## src/rtl/irq_sense_pkg.sv

```systemverilog
`timescale 1ns/1ps
package irq_sense_pkg;
  localparam int IRQ_LINES = 16;
  localparam int ALT_FIRST = 2;
  localparam int ADDR_W    = 3;

  typedef enum logic [1:0] {
    SENSE_LOW  = 2'b00,
    SENSE_FALL = 2'b01,
    SENSE_RISE = 2'b10,
    SENSE_BOTH = 2'b11
  } sense_e;

  typedef struct packed {
    logic [IRQ_LINES-1:0] flagClr;
    logic                 nmiClr;
  } clr_strobe_t;

  localparam logic [ADDR_W-1:0] ADDR_MODE_LO = 3'd0;
  localparam logic [ADDR_W-1:0] ADDR_MODE_HI = 3'd1;
  localparam logic [ADDR_W-1:0] ADDR_ENABLE  = 3'd2;
  localparam logic [ADDR_W-1:0] ADDR_SOURCE  = 3'd3;
  localparam logic [ADDR_W-1:0] ADDR_FLAGS   = 3'd4;
  localparam logic [ADDR_W-1:0] ADDR_NMI     = 3'd5;
endpackage

```

## src/rtl/irq_sense_ctrl.sv

```systemverilog
`timescale 1ns/1ps
module irq_sense_ctrl
  import irq_sense_pkg::*;
#(
  parameter int LINES = IRQ_LINES,
  parameter int ALT   = ALT_FIRST
) (
  input  logic                 clk,
  input  logic                 rstN,
  input  logic                 regWrite,
  input  logic [ADDR_W-1:0]    regAddr,
  input  logic [LINES-1:0]     regWdata,
  output logic [LINES-1:0]     regRdata,
  input  logic [LINES-1:0]     flagQ,
  input  logic                 nmiPend,
  output logic [2*LINES-1:0]   modeCfg,
  output logic [LINES-1:0]     enableCfg,
  output logic [LINES-1:ALT]   srcCfg,
  output logic                 nmiRise,
  output clr_strobe_t          strobes
);
  localparam int DATA_W = LINES;

  // configuration registers
  always_ff @(posedge clk or negedge rstN) begin
    if (!rstN) begin
      modeCfg   <= '0;
      enableCfg <= '0;
      srcCfg    <= '0;
      nmiRise   <= 1'b0;
    end else if (regWrite) begin
      case (regAddr)
        ADDR_MODE_LO: modeCfg[DATA_W-1:0]        <= regWdata;
        ADDR_MODE_HI: modeCfg[2*DATA_W-1:DATA_W] <= regWdata;
        ADDR_ENABLE:  enableCfg                  <= regWdata;
        ADDR_SOURCE:  srcCfg                     <= regWdata[LINES-1:ALT];
        ADDR_NMI:     nmiRise                    <= regWdata[0];
        default: ;
      endcase
    end
  end

  // clear strobes toward the datapath (write 0 to clear)
  always_comb begin
    strobes.flagClr = '0;
    strobes.nmiClr  = 1'b0;
    if (regWrite && regAddr == ADDR_FLAGS) strobes.flagClr = ~regWdata;
    if (regWrite && regAddr == ADDR_NMI)   strobes.nmiClr  = ~regWdata[1];
  end

  // read mux
  always_comb begin
    regRdata = '0;
    case (regAddr)
      ADDR_MODE_LO: regRdata = modeCfg[DATA_W-1:0];
      ADDR_MODE_HI: regRdata = modeCfg[2*DATA_W-1:DATA_W];
      ADDR_ENABLE:  regRdata = enableCfg;
      ADDR_SOURCE:  regRdata = {srcCfg, {ALT{1'b0}}};
      ADDR_FLAGS:   regRdata = flagQ;
      ADDR_NMI:     regRdata = {{(DATA_W-2){1'b0}}, nmiPend, nmiRise};
      default:      regRdata = '0;
    endcase
  end

  // a source write lands in the select register on the next cycle
  assert_src_write_R10: assert property (@(posedge clk) disable iff (!rstN)
    (regWrite && regAddr == ADDR_SOURCE) |=> (srcCfg == $past(regWdata[LINES-1:ALT])));

  // an enable write lands on the next cycle
  assert_enable_write_R6: assert property (@(posedge clk) disable iff (!rstN)
    (regWrite && regAddr == ADDR_ENABLE) |=> (enableCfg == $past(regWdata)));
endmodule

```

## src/rtl/irq_sense_path.sv

```systemverilog
`timescale 1ns/1ps
module irq_sense_path
  import irq_sense_pkg::*;
#(
  parameter int LINES       = IRQ_LINES,
  parameter int ALT         = ALT_FIRST,
  parameter int SYNC_STAGES = 2
) (
  input  logic                 clk,
  input  logic                 rstN,
  input  logic [LINES-1:0]     irqPin,
  input  logic [LINES-1:ALT]   irqAlt,
  input  logic                 nmiPin,
  input  logic [2*LINES-1:0]   modeCfg,
  input  logic [LINES-1:0]     enableCfg,
  input  logic [LINES-1:ALT]   srcCfg,
  input  logic                 nmiRise,
  input  clr_strobe_t          strobes,
  output logic [LINES-1:0]     flagQ,
  output logic [LINES-1:0]     irqReq,
  output logic                 nmiPend
);
  logic [LINES-1:0] evtVec;

  for (genvar i = 0; i < LINES; i++) begin : g_line
    logic                   pinSel;
    logic [SYNC_STAGES-1:0] syncQ;
    logic                   prevQ;
    logic                   curLvl;
    sense_e                 mode;

    if (i >= ALT) begin : g_alt
      assign pinSel = srcCfg[i] ? irqAlt[i] : irqPin[i];
    end else begin : g_pri
      assign pinSel = irqPin[i];
    end

    always_ff @(posedge clk or negedge rstN) begin
      if (!rstN) begin
        syncQ <= '1;
        prevQ <= 1'b1;
      end else begin
        syncQ <= {syncQ[SYNC_STAGES-2:0], pinSel};
        prevQ <= syncQ[SYNC_STAGES-1];
      end
    end

    assign curLvl = syncQ[SYNC_STAGES-1];
    assign mode   = sense_e'(modeCfg[2*i +: 2]);

    always_comb begin
      case (mode)
        SENSE_LOW:  evtVec[i] = ~curLvl;
        SENSE_FALL: evtVec[i] = prevQ & ~curLvl;
        SENSE_RISE: evtVec[i] = ~prevQ & curLvl;
        default:    evtVec[i] = prevQ ^ curLvl;
      endcase
    end

    // a flag with no clear strobe keeps its value
    assert_flag_hold_R8: assert property (@(posedge clk) disable iff (!rstN)
      (flagQ[i] && !strobes.flagClr[i]) |=> flagQ[i]);
    // an event always leaves the flag set, even under a clear
    assert_set_wins_R9: assert property (@(posedge clk) disable iff (!rstN)
      evtVec[i] |=> flagQ[i]);
    // a flag only rises after a detection event
    assert_rise_needs_event_R2: assert property (@(posedge clk) disable iff (!rstN)
      $rose(flagQ[i]) |-> $past(evtVec[i]));
  end

  always_ff @(posedge clk or negedge rstN) begin
    if (!rstN) flagQ <= '0;
    else       flagQ <= (flagQ & ~strobes.flagClr) | evtVec;
  end

  assign irqReq = flagQ & enableCfg;

  // non-maskable input
  logic [SYNC_STAGES-1:0] nmiSyncQ;
  logic                   nmiPrevQ;
  logic                   nmiEvt;

  always_ff @(posedge clk or negedge rstN) begin
    if (!rstN) begin
      nmiSyncQ <= '1;
      nmiPrevQ <= 1'b1;
      nmiPend  <= 1'b0;
    end else begin
      nmiSyncQ <= {nmiSyncQ[SYNC_STAGES-2:0], nmiPin};
      nmiPrevQ <= nmiSyncQ[SYNC_STAGES-1];
      nmiPend  <= (nmiPend & ~strobes.nmiClr) | nmiEvt;
    end
  end

  assign nmiEvt = nmiRise ? (~nmiPrevQ & nmiSyncQ[SYNC_STAGES-1])
                          : (nmiPrevQ & ~nmiSyncQ[SYNC_STAGES-1]);

  // a non-maskable event is never blocked
  assert_nmi_pass_R12: assert property (@(posedge clk) disable iff (!rstN)
    nmiEvt |=> nmiPend);
endmodule

```

## src/rtl/irq_sense_top.sv

```systemverilog
`timescale 1ns/1ps
module irq_sense_top
  import irq_sense_pkg::*;
#(
  parameter int LINES       = IRQ_LINES,
  parameter int ALT         = ALT_FIRST,
  parameter int SYNC_STAGES = 2
) (
  input  logic                 clk,
  input  logic                 rstN,
  input  logic [LINES-1:0]     irqPin,
  input  logic [LINES-1:ALT]   irqAlt,
  input  logic                 nmiPin,
  input  logic                 regWrite,
  input  logic [ADDR_W-1:0]    regAddr,
  input  logic [LINES-1:0]     regWdata,
  output logic [LINES-1:0]     regRdata,
  output logic [LINES-1:0]     irqReq,
  output logic                 nmiReq
);
  logic [2*LINES-1:0] modeCfg;
  logic [LINES-1:0]   enableCfg;
  logic [LINES-1:ALT] srcCfg;
  logic               nmiRise;
  logic [LINES-1:0]   flagQ;
  logic               nmiPend;
  clr_strobe_t        strobes;

  irq_sense_ctrl #(.LINES(LINES), .ALT(ALT)) u_ctrl (
    .clk(clk), .rstN(rstN),
    .regWrite(regWrite), .regAddr(regAddr), .regWdata(regWdata), .regRdata(regRdata),
    .flagQ(flagQ), .nmiPend(nmiPend),
    .modeCfg(modeCfg), .enableCfg(enableCfg), .srcCfg(srcCfg), .nmiRise(nmiRise),
    .strobes(strobes)
  );

  irq_sense_path #(.LINES(LINES), .ALT(ALT), .SYNC_STAGES(SYNC_STAGES)) u_path (
    .clk(clk), .rstN(rstN),
    .irqPin(irqPin), .irqAlt(irqAlt), .nmiPin(nmiPin),
    .modeCfg(modeCfg), .enableCfg(enableCfg), .srcCfg(srcCfg), .nmiRise(nmiRise),
    .strobes(strobes),
    .flagQ(flagQ), .irqReq(irqReq), .nmiPend(nmiPend)
  );

  assign nmiReq = nmiPend;
endmodule

```

## config.mk

```make
export PLATFORM = sky130hd
export DESIGN_NAME = irq_sense_top
export DESIGN_NICKNAME = d
export VERILOG_FILES = /design/src/rtl/irq_sense_pkg.sv /design/src/rtl/irq_sense_ctrl.sv /design/src/rtl/irq_sense_path.sv /design/src/rtl/irq_sense_top.sv
export SDC_FILE = /design/constraint.sdc
export NUM_CORES = 1
export LEC_CHECK = 0
export BUFFER_PORTS_ARGS = -buffer_cell sky130_fd_sc_hd__buf_2
export CAP_MARGIN = 10
export CORE_UTILIZATION = 35
export CTS_BUF_LIST = sky130_fd_sc_hd__clkbuf_8
export CTS_CLUSTER_SIZE = 25
export DETAILED_ROUTE_END_ITERATION = 12
export PLACE_DENSITY = 0.51
export SLEW_MARGIN = 30
export SYNTH_ARGS = -nofsm -noshare
export SYNTH_HDL_FRONTEND = slang
export SYNTH_SLANG_ARGS = --single-unit
```

## constraint.sdc

```tcl
create_clock -name clk -period 1.8 [get_ports clk]
set_clock_uncertainty 0.1 [all_clocks]
set_input_delay 0.27 -clock clk [delete_from_list [all_inputs] [get_ports clk]]
set_output_delay 0.27 -clock clk [all_outputs]
set_load 0.01 [all_outputs]
```

## After elaboration in Yosys (flattened, before gate mapping)

Cells that the tools add are included.

| operators by class | value |
|---|---|
| equality and inequality tests | 37 |
| muxes and demuxes | 34 |
| bitwise logic cells | 93 |
| reductions and logical operators | 24 |

Operators with widths:

| kind | count |
|---|---|
| $pmux 16 s6 | 1 |
| $pmux 1 s3 | 16 |
| $not 1->1 | 36 |
| $and 1x1->1 | 35 |
| $and 16x16->16 | 2 |
| $eq 2x1->1 const B | 16 |
| $eq 2x2->1 const B | 16 |
| $logic_not 2->1 | 16 |
| $not 16->16 | 2 |
| $mux 1 | 16 |
| $mux 16 | 1 |
| $or 16x16->16 | 1 |
| $xor 1x1->1 | 16 |
| $reduce_and 2->1 | 5 |
| $eq 3x2->1 const B | 2 |
| $eq 3x3->1 const B | 2 |
| $eq 3x1->1 const B | 1 |
| $logic_not 3->1 | 1 |
| $logic_and 1x1->1 | 2 |
| $or 1x1->1 | 1 |

| storage, ports and cells | value |
|---|---|
| register bits | 131 |
| output and inout port bits | 33 |
| word-level logic and storage cells | 229 |

## Depth between registers and ports, before layout

Gate-level depths: netlist of the first run.

| depth | value |
|---|---|
| depth after elaboration | 6 |
| mapped depth | 5 |
| mapped depth without buffers | 5 |

## By module

From an unflattened synthesis of the first run, not the netlist that was laid out.

| second synthesis, totals | value |
|---|---|
| cells, all modules | 483 |
| area, all modules | 6446.2 µm² |

By module, submodules not included:

| module | times used | cells an instance | area an instance (µm²) | sequential area each (µm²) |
|---|---|---|---|---|
| irq_sense_ctrl | 1 | 244 | 3280.6 | 1576.5 |
| irq_sense_path | 1 | 239 | 3165.5 | 1765.4 |

## Least setup slack after synthesis of the first run

No wires, ideal clock.

| timing | value |
|---|---|
| path type | input port to output port |
| start point | in regAddr[2] |
| end point | out regRdata[2] |
| data arrival time | 1.250 ns |
| path slack | 0.180 ns |
| cell stages on the path | 5 |
| path buffers | 2 |
| path through | buf_2 > buf_2 > nor2b_1 > a22oi_1 > o22ai_1 |

| between the ends | value |
|---|---|
| word-level cells in the longest chain between the ends | 2 |
| elaborated cells on any way between the ends | 7 |
| those cells by class | 5 x eq/ne; 1 x mux; 1 x reduce/logical |

RTL lines:

| element | line | source |
|---|---|---|
| from (decl) | irq_sense_top.sv:15 | `input logic [ADDR_W-1:0] regAddr,` |
| $eq 3x3->1, or another cell as far along | irq_sense_ctrl.sv:54 | `case (regAddr)` |
| $pmux 16 s6 * | irq_sense_ctrl.sv:54 |  |
| to (decl) | irq_sense_top.sv:17 | `output logic [LINES-1:0] regRdata,` |

Every way passes the cells marked *; elsewhere a longest branch is shown, timed or not.

## Worst setup path in the final report of the first run

| timing | value |
|---|---|
| start point | reg u_ctrl.srcCfg[13] in the netlist's numbering |
| end point | out regRdata[13] |

| between the ends | value |
|---|---|
| word-level cells in the longest chain between the ends | 1 |

RTL lines:

| element | line | source |
|---|---|---|
| from (decl) | irq_sense_ctrl.sv:18 | `output logic [LINES-1:ALT] srcCfg,` |
| from (signal assigned) | irq_sense_ctrl.sv:36 | `ADDR_SOURCE: srcCfg <= regWdata[LINES-1:ALT];` |
| $pmux 16 s6 | irq_sense_ctrl.sv:54 |  |

Every way passes these cells.

==> results of run 1 <==
[logic make-up after synthesis]
| group | share of synthesized area, % |
|---|---|
| flip-flops | 54.1 |
| multiplexers | 19.0 |
| AO/OA/AOI/OAI | 10.3 |
| AND/OR/NAND/NOR | 6.60 |
| buffers and inverters | 3.56 |
| adder cells (fa/ha/maj) | 6.48 |
[worst max-delay path, cell delays in order, from the launching register on]
cell,delay (ps)
dfrtp_1,410
mux2_4,280
a22oi_2,130
o21ai_1,110
buf_2,150
[synth_stat cells, types with 3 or more instances]
cell      instances  area [sq um]
nand2b_1          3          18.8
buf_2             8          40.0
o211ai_1         33           248
nor3b_1           3          22.5
dfstp_2          51          1340
nor2_1           16          60.1
and2_1           16           100
mux2_2           81           912
ha_1             32           400
buf_4             3          22.5
o21ai_0          17          85.1
a21o_1            8          60.1
clkbuf_1          3          11.3
a21oi_1          17          85.1
nand2_1          18          67.6
dfrtp_1          80          2000
mux2i_1          26           260
o22ai_1          15          93.8
a22oi_1           4          30.0
inv_1            33           124
[sequential cells by signal, indices dropped and copies added, names as in the netlist]
signal and flops:
u_ctrl.modeCfg 32, u_path.g_line.prevQ 16, u_path.flagQ 16, u_path.nmiSyncQ 2, u_path.nmiPrevQ 1, u_ctrl.nmiRise 1
u_ctrl.srcCfg 14, u_path.g_line.syncQ 32, u_path.nmiPend 1, u_ctrl.enableCfg 16
[through the flow]
stage	total power [uW]	area [sq um]	setup slack (ps)	hold WS [ps]	setup TNS (ps)
2_1_floorplan	5020	6180	180	-126	0
3_3_place_gp	5660	7100	-53.5	27.9	-476
3_5_place_dp	5730	7100	-35.0	26.1	-374
4_1_cts	9030	8240	-104	0.943	-534
5_1_grt	9560	8390	-152	9.51	-1200
6_report	9030	8390	-93.5	36.3	-206
[power by group]
group	switching, uW	internal, uW	total (uW)	leakage (uW)
Sequential	380	3570	3950	0.00144
Combinational	956	1280	2240	0.00219
Clock	1140	1700	2840	0.000241
[per-layer routing]
| metal | GRT usage (%) | wire (um) |
|---|---|---|
| met1 | 23.5 | 6870 |
| met2 | 30.8 | 7870 |
| met3 | 4.43 | 565 |
| met4 | 6.37 | 225 |
| met5 | 0 | 0 |
[path summary, 6_finish.rpt]
path                                                     start                             endpoint  slack [ps]  depth (start not counted)
setup / recovery                 u_ctrl.srcCfg[13]$_DFFE_PN0P_                         regRdata[13]         -90                          4
hold / removal                                     regWdata[6]       u_ctrl.modeCfg[22]$_DFFE_PN0P_          40                          2
setup reg to reg                  u_ctrl.srcCfg[6]$_DFFE_PN0P_  u_path.g_line[6].syncQ[0]$_DFF_PN1_         160                          4
hold reg to reg            u_path.g_line[1].syncQ[0]$_DFF_PN1_  u_path.g_line[1].syncQ[1]$_DFF_PN1_         250                          0
max in group asynchronous                                 rstN    u_path.g_line[11].prevQ$_DFF_PN1_         900                          3
min in group asynchronous                                 rstN      u_ctrl.enableCfg[8]$_DFFE_PN0P_         110                          2
[area by class of cell]
cell class | instances | area (sq um)
multi-input cells | 309 | 2690
clock inverters | 13 | 191
repair buffers | 202 | 1500
fillers | 1615 | 8910
clock buffers | 19 | 262
flip-flops and latches | 131 | 3350
inverters | 33 | 124
well taps | 225 | 282
[repair_timing]
item	4_1_cts	5_1_grt
gates resized for setup	15	9
setup endpoints to repair	16	16
endpoints found under the hold margin	110	0
pin swaps	8	5
setup buffers	36	15
hold buffers	35	0
==> flow_metrics.tcl, run 1 <==
set metrics [dict create \
    synth_cells 489 \
    final_common_cell "buf_2" \
    ant_nets 0 \
    grt_start_max_net_pins 58 \
    rsz0062_at_grt "true" \
    hpwl_mm 10.8 \
    placed_cells 814 \
    synth_edf_count 0 \
    syn_area_sq_mm 0.00618 \
    start_util_pct 35.7 \
    finalHoldViolations 0 \
    setup_slack_ps -93.5 \
    maxCapViolCount 0 \
    drtIter0Drc 236 \
    report.final.slew_viol_count 0 \
    antenna_found_initial 0 \
    outcome "finished with violations" \
    final_cell_mix "buf_2 (79), mux2_2 (78), buf_4 (77), dfrtp_1 (77), dfstp_2 (51)" \
    synth_cell_type_count 37 \
    endpoint_kind "output pin" \
    grt_first_pass_wirelength_mm 25.0 \
    worst_pin_slew_ps 317 \
    vias 4581 \
    critPathMaxFanout 2 \
    grt_overflow 0 \
    clk_latency_ps 440 \
    synthArstFlopShare_pct 100 \
    synth_ff_type "dfrtp_1" \
    clk_pin_slew_ps 70 \
    drc 0 \
    h-tree-depth 4 \
    drive_gt1_share_pct 49.2 \
    critPathKind "flop to output pin" \
    design.core.area_sq_mm 0.0173 \
    cts_inserted_buffers 17 \
    cts_sinks 131 \
    ioPinCount 86 \
    die_y_um 135 \
    root_buffer "clkbuf_8" \
    first_global_vias 4680 \
    yosys_register_bits 131 \
    failed_checks "negative setup slack" \
    portBuffers 85 \
    place.gp.congestion 0.812 \
    maxSlewHeadroom_pct 78.8 \
    syn_area_per_cell_sq_um 12.6 \
    rows 48 \
    fmax_ghz 0.528 \
    clk_path_buf_depth 2 \
    fin_crit_sh_pct 105 \
    power.leakage_uw 0.00388 \
    start_kind "flop" \
    ir_drop_uv 574 \
    layout.nets 779 \
    syn-num-nets 574 \
    fin_util_pct 48.5 \
    instances_no_fill 932 \
    vias_per_cell 4.92 \
    setup_viol 6 \
    ys_warn_count 0 \
    arrival_ps 1520 \
    grt.total_usage_pct 18.5 \
    diodes 0 \
    first_pass_iters 4 \
    power.density_mw_per_mm2 1080 \
    period_needed_ps 1890 \
    hold_class "primary input to flop" \
    critPathRequiredTime_ps 1430 \
    wl_per_cell_um 16.7 \
    syn_to_final_growth_pct 35.7 \
    cts_tree "built" \
    wl_mm 15.5 \
    dieArea_sq_mm 0.0182 \
    yosysSeqAreaShare_pct 54.1 \
    fp.dieW_um 135 \
]
(Power assumes the default switching activity.)
==> run 2, diff against run 1 <==
Settings changed: TNS_END_PERCENT set to 1.
==> flow_metrics.tcl, run 2 (synthesis results as in run 1) <==
set metrics [dict create \
    outcome "finished with violations" \
    failed_checks "negative setup slack" \
    p_int_uw 6340 \
    fp.dieW_um 135 \
    finalHoldViolations 0 \
    drive_gt1_share_pct 46.6 \
    endpoint_kind "output pin" \
    critPathMaxFanout 2 \
    ioPinCount 86 \
    drc 0 \
    ir_drop_uv 578 \
    cts_inserted_buffers 17 \
    power_switching_uw 2420 \
    h-tree-depth 4 \
    syn_to_final_growth_pct 30.8 \
    met2_usage_pct 30.2 \
    arrival_ps 1550 \
    top_usage_layer "met2" \
    start_util_pct 35.7 \
    clk_path_buf_depth 2 \
    fmax_ghz 0.521 \
    seq_power_share_pct 46.3 \
    reg2reg_slack_ps 200 \
    maxSlewHeadroom_pct 70.5 \
    grt_start_max_net_pins 58 \
    root_buffer "clkbuf_8" \
    rows 48 \
    grt.met3_usage_pct 4.05 \
    p_sw_share_pct 27.6 \
    grt_first_pass_wirelength_mm 24.7 \
    diodes 0 \
    setup_slack_ps -121 \
    power.leakage_uw 0.00368 \
    combPwrFrac_pct 21.3 \
    hold_class "primary input to flop" \
    die_y_um 135 \
    antenna_found_initial 0 \
    critPathRequiredTime_ps 1430 \
    place.gp.congestion 0.812 \
    maxCapViolCount 0 \
    fin_crit_sh_pct 107 \
    power.density_mw_per_mm2 1080 \
    clk_latency_ps 430 \
    first_global_vias 4584 \
    dieArea_sq_mm 0.0182 \
    cts_tree "built" \
    setup_viol 8 \
    vias_per_cell 4.97 \
    first_pass_iters 4 \
    largestRegisters "u_ctrl.modeCfg (32), u_path.g_line.syncQ (32)" \
    cp_slowest_cell "dfrtp_1" \
    vias 4440 \
    drtIter0Drc 261 \
    layout.nets 741 \
    cp_slowest_stage_delay_ps 410 \
    final_cell_mix "buf_2 (80), mux2_2 (79), dfrtp_1 (72)" \
    report.final.slew_viol_count 0 \
    rsz0062_at_grt "true" \
    critPathKind "flop to output pin" \
    design.core.area_sq_mm 0.0173 \
    final_common_cell "buf_2" \
    clkPwrFrac_pct 32.4 \
    wl_per_cell_um 17.1 \
    period_needed_ps 1920 \
    dpl-instance-area_sq_mm 0.00710 \
    worst_pin_slew_ps 441 \
    fin_util_pct 46.8 \
    grt_util_met1_pct 23.2 \
    grt.total_usage_pct 18.2 \
    hpwl_mm 10.8 \
    ant_nets 0 \
    wl_mm 15.3 \
    portBuffers 85 \
    crit_chain "mux2_4 > a22oi_2 > o21ai_1 > buf_2" \
    start_kind "flop" \
    clk_pin_slew_ps 80 \
    cts_sinks 131 \
    grt_overflow 0 \
    design_area_sq_mm 0.00809 \
]
==> run 2: path summary, 6_finish.rpt <==
check	start	endpoint	cells past startpoint
worst max-delay path	u_ctrl.srcCfg[13]$_DFFE_PN0P_	regRdata[13]	4
worst min-delay path	regWdata[4]	u_ctrl.srcCfg[4]$_DFFE_PN0P_	2
max in group asynchronous	rstN	u_path.g_line[11].prevQ$_DFF_PN1_	3
worst max register to register	u_ctrl.srcCfg[13]$_DFFE_PN0P_	u_path.g_line[13].syncQ[0]$_DFF_PN1_	3
min in group asynchronous	rstN	u_ctrl.enableCfg[8]$_DFFE_PN0P_	2
worst min register to register	u_path.g_line[1].syncQ[0]$_DFF_PN1_	u_path.g_line[1].syncQ[1]$_DFF_PN1_	0
==> run 2: cell type report <==
cell class                 count  area [sq um]
timing repair buffer         164          1210
clock buffer                  19           262
sequential                   131          3350
inverter                      33           124
clock inverter                13           191
multi-input combinational    309          2670
fill                        1624          9210
tap                          225           282
==> run 2: metal layers <==
layer / wire length [um] / vias to the layer above
met4: 252 / 0
li1: - / 2094
met2: 7610 / 84
met5: 0 / -
met1: 6810 / 2246
met3: 586 / 16
==> run 2: repair_timing <==
action,4_1_cts,5_1_grt
pin swaps,9,5
hold endpoints to repair,110,0
resized for setup,13,10
setup endpoints to repair,16,16
hold buffers,35,0
buffers inserted,12,1
==> run 2: metrics by stage <==
step                      cells  hold WS [ps]  setup slack, ps  TNS (ps)  power [uW]
after floorplan             489          -126              180         0        5020
after CTS                   893         0.943             -101      -808        8850
after global placement      814          27.9            -53.5      -476        5660
final                       894          38.5             -121      -312        8760
after detailed placement    814          26.1            -35.0      -374        5730
after global routing        894          12.4             -166     -1550        9270
==> run 2: critical path, delay by kind of cell (launching register included) <==
| family | cells | cell delay, ps |
|---|---|---|
| compound gates | 2 | 280 |
| buf+inv | 1 | 160 |
| flops | 1 | 410 |
| mux | 1 | 270 |
==> run 2: power groups by stage <==
stage	clock network (uW)	registers, uW	logic [uW]
after floorplan	0	3930	1080
after global placement	0	4100	1550
after detailed placement	0	4130	1600
after CTS	2940	4050	1870
after global routing	3060	4140	2070
final	2840	4060	1870
